[config.mk]
export PLATFORM = sky130hd
export DESIGN_NAME = hs_port_channel
export DESIGN_NICKNAME = d
export VERILOG_FILES = /design/src/rtl/hsport_pkg.sv /design/src/rtl/hs_sync.sv /design/src/rtl/hs_in_chan.sv /design/src/rtl/hs_out_chan.sv /design/src/rtl/hs_port_channel.sv
export SDC_FILE = /design/constraint.sdc
export NUM_CORES = 1
export LEC_CHECK = 0
export BUFFER_PORTS_ARGS = -buffer_cell sky130_fd_sc_hd__buf_2
export CORE_MARGIN = 5
export CORE_UTILIZATION = 41
export CTS_CLUSTER_DIAMETER = 30
export DETAILED_ROUTE_END_ITERATION = 8
export PLACE_DENSITY = 0.73
export SYNTH_ARGS = -nofsm -noshare
export SYNTH_HDL_FRONTEND = slang
export SYNTH_SLANG_ARGS = --single-unit
[constraint.sdc]
create_clock -name clk -period 1 [get_ports clk]
set_input_delay 0.3 -clock clk [delete_from_list [all_inputs] [get_ports clk]]
set_output_delay 0.3 -clock clk [all_outputs]
set_load 0.05 [all_outputs]
[src/rtl/hsport_pkg.sv]
package hsport_pkg;
  typedef enum logic {
    DIR_OUT = 1'b0,
    DIR_IN  = 1'b1
  } hs_dir_e;
endpackage

[src/rtl/hs_sync.sv]
module hs_sync #(
  parameter int   STAGES    = 2,
  parameter logic RESET_VAL = 1'b1
) (
  input  logic clk,
  input  logic rst_n,
  input  logic d,
  output logic q
);
  logic [STAGES-1:0] pipe;

  generate
    if (STAGES == 1) begin : g_one
      always_ff @(posedge clk or negedge rst_n) begin
        if (!rst_n) pipe <= RESET_VAL;
        else        pipe <= d;
      end
    end else begin : g_many
      always_ff @(posedge clk or negedge rst_n) begin
        if (!rst_n) pipe <= {STAGES{RESET_VAL}};
        else        pipe <= {pipe[STAGES-2:0], d};
      end
    end
  endgenerate

  assign q = pipe[STAGES-1];
endmodule

[src/rtl/hs_in_chan.sv]
module hs_in_chan #(
  parameter int W = 8
) (
  input  logic         clk,
  input  logic         rst_n,
  input  logic         active,
  input  logic         clr,
  input  logic         stb_s,
  input  logic         inte,
  input  logic         cpu_rd_n,
  input  logic [W-1:0] port_in,
  output logic         ibf,
  output logic         intr,
  output logic [W-1:0] latch
);
  logic rd_q;
  logic hold_clr;
  logic rd_rise;

  assign hold_clr = clr | ~active;
  assign rd_rise  = ~rd_q & cpu_rd_n;

  always_ff @(posedge clk or negedge rst_n) begin
    if (!rst_n) rd_q <= 1'b1;
    else        rd_q <= cpu_rd_n;
  end

  always_ff @(posedge clk or negedge rst_n) begin
    if (!rst_n) begin
      ibf   <= 1'b0;
      intr  <= 1'b0;
      latch <= '0;
    end else if (hold_clr) begin
      ibf   <= 1'b0;
      intr  <= 1'b0;
      latch <= '0;
    end else begin
      if (!stb_s) begin
        ibf   <= 1'b1;
        latch <= port_in;
      end else if (rd_rise) begin
        ibf   <= 1'b0;
      end
      intr <= stb_s & ibf & inte & cpu_rd_n & rd_q;
    end
  end

  a_r2_ibf_set: assert property (@(posedge clk) disable iff (!rst_n)
    (!hold_clr && !stb_s) |=> ibf);
  a_r3_intr_drop_on_read: assert property (@(posedge clk) disable iff (!rst_n)
    (rd_q && !cpu_rd_n) |=> !intr);
  a_r1_latch_holds: assert property (@(posedge clk) disable iff (!rst_n)
    (!hold_clr && stb_s) |=> $stable(latch));
  a_r8_in_clear: assert property (@(posedge clk) disable iff (!rst_n)
    clr |=> (!ibf && !intr && latch == '0));
endmodule

[src/rtl/hs_out_chan.sv]
module hs_out_chan #(
  parameter int W = 8
) (
  input  logic         clk,
  input  logic         rst_n,
  input  logic         active,
  input  logic         clr,
  input  logic         ack_s,
  input  logic         inte,
  input  logic         cpu_wr_n,
  input  logic [W-1:0] cpu_wdata,
  output logic         obf_n,
  output logic         intr,
  output logic [W-1:0] latch
);
  logic wr_q;
  logic hold_clr;
  logic wr_rise;

  assign hold_clr = clr | ~active;
  assign wr_rise  = ~wr_q & cpu_wr_n;

  always_ff @(posedge clk or negedge rst_n) begin
    if (!rst_n) wr_q <= 1'b1;
    else        wr_q <= cpu_wr_n;
  end

  always_ff @(posedge clk or negedge rst_n) begin
    if (!rst_n) begin
      obf_n <= 1'b1;
      intr  <= 1'b0;
      latch <= '0;
    end else if (hold_clr) begin
      obf_n <= 1'b1;
      intr  <= 1'b0;
      latch <= '0;
    end else begin
      if (wr_rise) begin
        obf_n <= 1'b0;
        latch <= cpu_wdata;
      end else if (!ack_s) begin
        obf_n <= 1'b1;
      end
      intr <= ack_s & obf_n & inte & cpu_wr_n & wr_q;
    end
  end

  a_r4_obf_on_write: assert property (@(posedge clk) disable iff (!rst_n)
    (!hold_clr && wr_rise) |=> (!obf_n && latch == $past(cpu_wdata)));
  a_r5_intr_drop_on_write: assert property (@(posedge clk) disable iff (!rst_n)
    (wr_q && !cpu_wr_n) |=> !intr);
  a_r4_ack_releases: assert property (@(posedge clk) disable iff (!rst_n)
    (!hold_clr && !wr_rise && !ack_s) |=> obf_n);
  a_r8_out_clear: assert property (@(posedge clk) disable iff (!rst_n)
    clr |=> (obf_n && !intr && latch == '0));
endmodule

[src/rtl/hs_port_channel.sv]
module hs_port_channel
  import hsport_pkg::*;
#(
  parameter int DATA_W      = 8,
  parameter int SYNC_STAGES = 2
) (
  input  logic              clk,
  input  logic              rst_n,
  input  logic              dir_in,
  input  logic              clr,
  input  logic              inte,
  input  logic              cpu_rd_n,
  input  logic              cpu_wr_n,
  input  logic [DATA_W-1:0] cpu_wdata,
  output logic [DATA_W-1:0] cpu_rdata,
  input  logic [DATA_W-1:0] port_in,
  output logic [DATA_W-1:0] port_out,
  output logic              port_oe,
  input  logic              hs_n,
  output logic              ibf,
  output logic              obf_n,
  output logic              intr
);
  hs_dir_e          dir;
  logic             hs_s;
  logic             in_intr, out_intr;
  logic [DATA_W-1:0] in_latch, out_latch;

  assign dir = hs_dir_e'(dir_in);

  hs_sync #(.STAGES(SYNC_STAGES), .RESET_VAL(1'b1)) u_sync (
    .clk(clk), .rst_n(rst_n), .d(hs_n), .q(hs_s)
  );

  hs_in_chan #(.W(DATA_W)) u_in (
    .clk(clk), .rst_n(rst_n), .active(dir == DIR_IN), .clr(clr),
    .stb_s(hs_s), .inte(inte), .cpu_rd_n(cpu_rd_n), .port_in(port_in),
    .ibf(ibf), .intr(in_intr), .latch(in_latch)
  );

  hs_out_chan #(.W(DATA_W)) u_out (
    .clk(clk), .rst_n(rst_n), .active(dir == DIR_OUT), .clr(clr),
    .ack_s(hs_s), .inte(inte), .cpu_wr_n(cpu_wr_n), .cpu_wdata(cpu_wdata),
    .obf_n(obf_n), .intr(out_intr), .latch(out_latch)
  );

  assign intr      = (dir == DIR_IN) ? in_intr : out_intr;
  assign cpu_rdata = (dir == DIR_IN) ? in_latch : out_latch;
  assign port_out  = out_latch;
  assign port_oe   = (dir == DIR_OUT);

  a_r7_idle_side_cleared: assert property (@(posedge clk) disable iff (!rst_n)
    $changed(dir_in) |=> (dir_in ? (obf_n && port_out == '0) : !ibf));
  a_r3_intr_needs_enable: assert property (@(posedge clk) disable iff (!rst_n)
    $fell(inte) |=> !intr);
endmodule

==> impl_metrics.ini, run 1 <==
[status]
status = finished, violations left
violations = setup timing

[routing]
met1Wirelength_um = 1140
drc_errors = 0
viasPerCell = 4.97
met2_length_um = 1670
wire_per_inst_um = 15.9
via_count = 975
wl_um = 3110
dr.first_iter.drc_count = 34
firstDrtPassIters = 4
dr_wl_met3_um = 224
top_layer = met4
antenna_left = 0

[cells_and_area]
final_cells = 196
multi_input_comb_area_um2 = 513
drive_above_1_share_pct = 77.1
fin_area_um2 = 1910
n_fill_cell = 151
antenna_cells = 0
fin_util_pct = 77.6
ff_latch_area_um2 = 617
area_delta_synth_final_pct = 82.4
final_nets = 191

[setup_path]
cp-end-kind = output pin
crit_fanout = 2
arrival_ns = 1.18
worstRegToRegCells = 3
slowest_stage = dfrtp_2
critPathMaxStageDelay_ns = 0.44
critPathLaunchType = flip-flop
path_depth = 2
worst-path-buf-inv = 1
crit_family = flip-flops
cp_cell_sequence = mux2_4 -> buf_6
worstPathRequired_ns = 0.70
crit_type = flip-flop to output pin

[yosys]
syn_nets = 118
synthMuxAreaShare_pct = 17.4
ys_seq_area_share_pct = 58.1
synth_compound_area_share_pct = 5.51
synth_top_family_by_area = multiplexers
synthAdderAreaFrac_pct = 0
synth_xor_area_share_pct = 0
yosysWarnings = 0
synthesis.area_um2 = 1040
syn_inst = 94
post_synth_num_cell_types = 19
synthSimpleGateAreaFrac_pct = 14.4
syn_avg_cell_area_um2 = 11.1
synth-seq-cells = 24

[floorplanning]
die_y_um = 60.5
die_x_um = 60.5
core-area_um2 = 2450
rows = 18
start_util_pct = 42.6
fp.dieArea_um2 = 3660
io-pin-count = 44

[sta]
skew_ns = 0.000708
fin_crit_sh_pct = 148
finalHoldViolations = 0
finalMaxSlewViolations = 0
finalSetupViolations = 36
fin_ws_ns = -0.480
rsz0062_at_grt = yes
finalCriticalPeriod_ns = 1.48
slew_headroom_pct = 62.3
fin_setup_tns_ns = -8.22
max_freq_mhz = 676
worst_slew_pin_slew_ns = 0.566

[pwr]
p_seq_share_pct = 51.3
p_sw_mw = 0.548
swShare_pct = 27.3
p_int_mw = 1.46
pwr-share-comb_pct = 23.2
power.share.clock_pct = 25.5
power.density_nw_per_um2 = 1050
leakage_nw = 0.927
ir_drop_mv = 0.982

[job]
drv_cap = 0

[worst_hold_path]
min_path_cells = 1
hold_path.class = input pin to flip-flop

[global_route]
grt_pass1_vias = 1082
grt_overflow_total = 0
grt_pass1_wl_um = 4880
grtUsageTotal_pct = 18.5
grt_max_degree = 17
antenna_found_initial = 0

[cts]
ctsRootBufferMaster = clkbuf_4
clock_latency_ns = 0.31
numCtsBuffers = 3
htree_levels = 1
clock_sinks = 24
cts_tree = yes
cts.clk_slew.worst_paths_ns = 0.13
clockBufferDepth = 2

[placed_design]
dp.cells = 182
port_buffers = 43
placedInstanceArea_um2 = 1470
place_congestion = 0.743
hpwl_um = 2030
==> cells in the mapped netlist <==
library cell	number	area [um2]
dfrtp_1	19	475
nand2_1	17	63.8
a21oi_1	9	45.0
mux2_2	9	101
mux2i_1	8	80.1
nor2_1	8	30.0
dfstp_2	5	131
buf_2	3	15.0
nand2b_1	3	18.8
buf_4	2	15.0
inv_1	2	7.51
nand3_1	2	10.0
a21o_1	1	7.51
buf_6	1	11.3
nor2b_1	1	6.26
nor3_1	1	5.00
nor3_2	1	10.0
o21ai_0	1	5.00
or2_1	1	6.26
==> flip-flops by register name (all words and copies together) (netlist names) <==
| register | flops |
|---|---|
| u_out.latch | 8 |
| u_in.ibf | 1 |
| u_in.rd_q | 1 |
| u_out.obf_n | 1 |
| u_in.intr | 1 |
| u_out.wr_q | 1 |
| u_out.intr | 1 |
| u_in.latch | 8 |
| u_sync.pipe | 2 |
==> logic make-up (layout without fill, tap and decap cells) <==
family          Yosys count  in the layout
mux                      17             17
buf+inv                   8             80
flops                    24             24
compound gates           11             11
simple gates             34             34
==> what timing repair did <==
item                                    CTS  global route
setup buffers                             3             9
pin swaps                                17             3
resized for setup                        82            11
endpoints found under the setup margin   39            38
endpoints found under the hold margin     9             0
gates cloned                              1             0
hold buffers                              1             0
==> cell type report <==
| class | count | share of cell area (%) |
|---|---|---|
| Timing Repair Buffer | 74 | 36.2 |
| Sequential cell | 24 | 32.4 |
| Multi-Input combinational cell | 62 | 26.9 |
| Tap cell | 30 | 1.97 |
| Clock buffer | 4 | 1.90 |
| Inverter | 2 | 0.591 |
==> worst paths after layout <==
kind,startpoint,to,slack [ns]
max in group asynchronous,rst_n,u_out.latch[5],0.16
setup / recovery,u_out.latch[3],cpu_rdata[3],-0.48
setup reg to reg,u_sync.pipe[1],u_in.latch[3],-0.11
min in group asynchronous,rst_n,u_out.latch[2],0.40
hold reg to reg,u_sync.pipe[0],u_sync.pipe[1],0.37
hold / removal,hs_n,u_sync.pipe[0],0.07
==> layer usage <==
metal	global-route usage (%)	up-vias
met2	33.2	40
met1	20.7	471
li1	-	454
met3	3.62	10
met5	0	-
met4	9.91	0
==> layout by cell type (no fill, tap or decap) <==
master         instances
buf_2                 22
buf_6                 22
buf_4                 18
nand2_2               16
dfrtp_1               11
mux2_4                 9
mux2i_1                8
nor2_1                 8
a21oi_2                8
buf_8                  8
dfrtp_2                8
dfstp_2                5
clkbuf_4               3
nand3_1                2
nor3_2                 2
nand2b_4               2
buf_12                 2
clkinvlp_4             1
nand2b_1               1
or2_1                  1
inv_1                  1
o21ai_0                1
a21oi_1                1
nor2b_1                1
a21o_1                 1
nand2_1                1
clkbuf_8               1
buf_16                 1
dlygate4sd3_1          1
==> through the flow <==
step / worst slack (ns) / power, mW / hold WS [ns]
after floorplan: -0.186 / 1.24 / 0.00441
after global placement: -0.451 / 1.38 / 0.219
after detailed placement: -0.457 / 1.39 / 0.225
after CTS: -0.474 / 1.98 / 0.0688
after global routing: -0.510 / 2.08 / 0.0573
final: -0.480 / 2.00 / 0.0670
==> worst register-to-register path, delay by kind of cell, from the launching register on <==
family                 cells  cell delay (ns)
buffers and inverters      1             0.14
and+or+nand+nor            1             0.06
muxes                      1             0.22
DFF                        1             0.58
==> power by group through the flow <==
| stage | Combinational [mW] | Sequential (mW) | Clock, mW |
|---|---|---|---|
| 3_5_place_dp | 0.344 | 1.04 | 0 |
| 3_3_place_gp | 0.338 | 1.04 | 0 |
| 5_1_grt | 0.493 | 1.03 | 0.560 |
| 6_report | 0.465 | 1.03 | 0.512 |
| 2_1_floorplan | 0.170 | 1.07 | 0 |
| 4_1_cts | 0.444 | 1.03 | 0.513 |
(Power assumes the default switching activity.)
==> run 2: changes to the inputs <==
--- a/config.mk
+++ b/config.mk
@@ -11,6 +11,7 @@
 export CTS_CLUSTER_DIAMETER = 30
 export DETAILED_ROUTE_END_ITERATION = 8
 export PLACE_DENSITY = 0.73
+export REMOVE_ABC_BUFFERS = 1
 export SYNTH_ARGS = -nofsm -noshare
 export SYNTH_HDL_FRONTEND = slang
 export SYNTH_SLANG_ARGS = --single-unit
==> run 2 against run 1 <==
Effect of this change:
- the flow still finishes with violations (setup timing)
- power is 11% higher
- first-iteration DRC count is 29% lower
- die area stayed put
- sequential share of layout area is 1.1 points lower
- register-to-register slack hardly changed
- via count is 1.4% higher
- cell area is 1.8% higher
- count of clock-buffer cells in the layout is 1 lower
- critical path depth stayed put
- combinational power is 3% higher
- largest power group unchanged
==> impl_metrics.ini, run 2 (synthesis gave the netlist of run 1 again) <==
[global_route]
grt_max_degree = 15
grtUsageTotal_pct = 18.8
grt_overflow_total = 0
grt_pass1_wl_um = 5040
antenna_found_initial = 0
grt_pass1_vias = 1094

[sta]
skew_ns = 0.00330
finalSetupViolations = 38
fin_ws_ns = -0.478
fin_setup_tns_ns = -8.78
worst_slew_pin_slew_ns = 0.298
finalMaxSlewViolations = 0
rsz0062_at_grt = yes
finalHoldViolations = 0
finalCriticalPeriod_ns = 1.48
fin_crit_sh_pct = 148
max_freq_mhz = 676
slew_headroom_pct = 80.1

[pwr]
p_int_mw = 1.64
p_seq_share_pct = 46.4
p_sw_mw = 0.580
ir_drop_mv = 1.03
pwr-share-comb_pct = 21.6
leakage_nw = 0.961
power.density_nw_per_um2 = 1140
power.share.clock_pct = 32.0
swShare_pct = 26.2

[cells_and_area]
fin_util_pct = 79.0
final_cells = 199
multi_input_comb_area_um2 = 523
top_regs = u_in.latch (8), u_out.latch (8), u_sync.pipe (2)
fin_area_um2 = 1940
layout_common_cells = buf_2, buf_4, dfrtp_1
mostFrequentLayoutCell = buf_2
drive_above_1_share_pct = 72.2
final_nets = 194
ff_latch_area_um2 = 607
n_fill_cell = 145
antenna_cells = 0
area_delta_synth_final_pct = 85.6

[setup_path]
worstPathRequired_ns = 0.70
regToRegEndpoint = u_in.latch[2]
worstRegToRegCells = 3
crit_fanout = 2
crit_path_start = u_in.latch[6]
arrival_ns = 1.18
cp-end-kind = output pin
reg2reg_slack_ns = -0.12
critPathLaunchType = flip-flop
crit_type = flip-flop to output pin
r2r-start = u_sync.pipe[1]

[floorplanning]
core-area_um2 = 2450
die_x_um = 60.5
die_y_um = 60.5
rows = 18
start_util_pct = 42.6
fp.dieArea_um2 = 3660
io-pin-count = 44

[routing]
viasPerCell = 4.97
wl_um = 3440
via_count = 989
drc_errors = 0
firstDrtPassIters = 4
antenna_left = 0
dr.first_iter.drc_count = 24
wire_per_inst_um = 17.3

[placed_design]
place_congestion = 0.742
placedInstanceArea_um2 = 1430
dp.cells = 181
port_buffers = 43
hpwl_um = 2130

[cts]
htree_levels = 1
numCtsBuffers = 3
cts.clk_slew.worst_paths_ns = 0.14
clockBufferDepth = 2
ctsRootBufferMaster = clkbuf_4
clock_sinks = 24
clock_latency_ns = 0.32
cts_tree = yes

[worst_hold_path]
min_path_cells = 1
hold_end = u_sync.pipe[0]
min_from = hs_n
hold_path.class = input pin to flip-flop

[status]
violations = setup timing
status = finished, violations left

[job]
drv_cap = 0
==> run 2: changes by cell type in the layout (fill, tap and decap cells not counted), moves of 3 or more <==
| cell | change |
|---|---|
| dfrtp_1 | +8 |
| buf_8 | +5 |
| nand2_1 | +3 |
| mux2i_1 | -3 |
| buf_6 | -5 |
| mux2i_2 | +3 |
| mux2_2 | +4 |
| mux2_4 | -4 |
| nand2_2 | -4 |
| dfrtp_2 | -8 |
==> run 2: power groups by stage <==
stage / combinational [mW] / clock [mW] / sequential, mW
after global routing: 0.507 / 0.752 / 1.03
final: 0.480 / 0.709 / 1.03
after detailed placement: 0.341 / 0 / 1.04
after CTS: 0.433 / 0.713 / 1.03
after floorplan: 0.122 / 0 / 1.08
after global placement: 0.332 / 0 / 1.04
==> run 2: per-layer routing <==
metal | wire length, um | share of wire (%) | GRT usage [%] | vias up
met3 | 154 | 4.5 | 2.77 | 6
met4 | 52 | 1.5 | 7.74 | 0
met2 | 1900 | 55 | 34.0 | 32
li1 | - | - | - | 462
met5 | 0 | 0 | 0 | -
met1 | 1330 | 39 | 22.4 | 489
==> run 2: metrics by stage <==
step / hold WS [ns] / total power, mW / setup WS, ns
finish: 0.0633 / 2.22 / -0.478
CTS: 0.0605 / 2.17 / -0.464
global route: 0.0517 / 2.29 / -0.521
floorplan: 0.00441 / 1.20 / -0.337
detailed placement: 0.206 / 1.38 / -0.442
global placement: 0.200 / 1.37 / -0.437
==> run 2: timing repair <==
item / CTS / global route
resized for setup: 85 / 15
endpoints found under the setup margin: 39 / 39
endpoints found under the hold margin: 8 / 0
pin swaps: 19 / 3
setup buffers: 5 / 10
hold buffers: 1 / 0
==> run 2: area by class of cell <==
cell class,count,share of cell area [%]
timing repair buffer,77,36.7
sequential,24,31.3
multi-input combinational,62,27.0
tap,30,1.94
clock inverter,1,1.55
clock buffer,3,1.16
inverter,2,0.387
==> run 2: worst max-delay path, cell delays in order, from the launching register on <==
cell	delay, ns
dfrtp_1	0.42
mux2_2	0.28
buf_6	0.15
==> run 2: worst max path at each step <==
stage                   endpoint
CTS                 cpu_rdata[2]
global placement            intr
floorplan           cpu_rdata[0]
detailed placement          intr
global route        cpu_rdata[1]
finish              cpu_rdata[6]
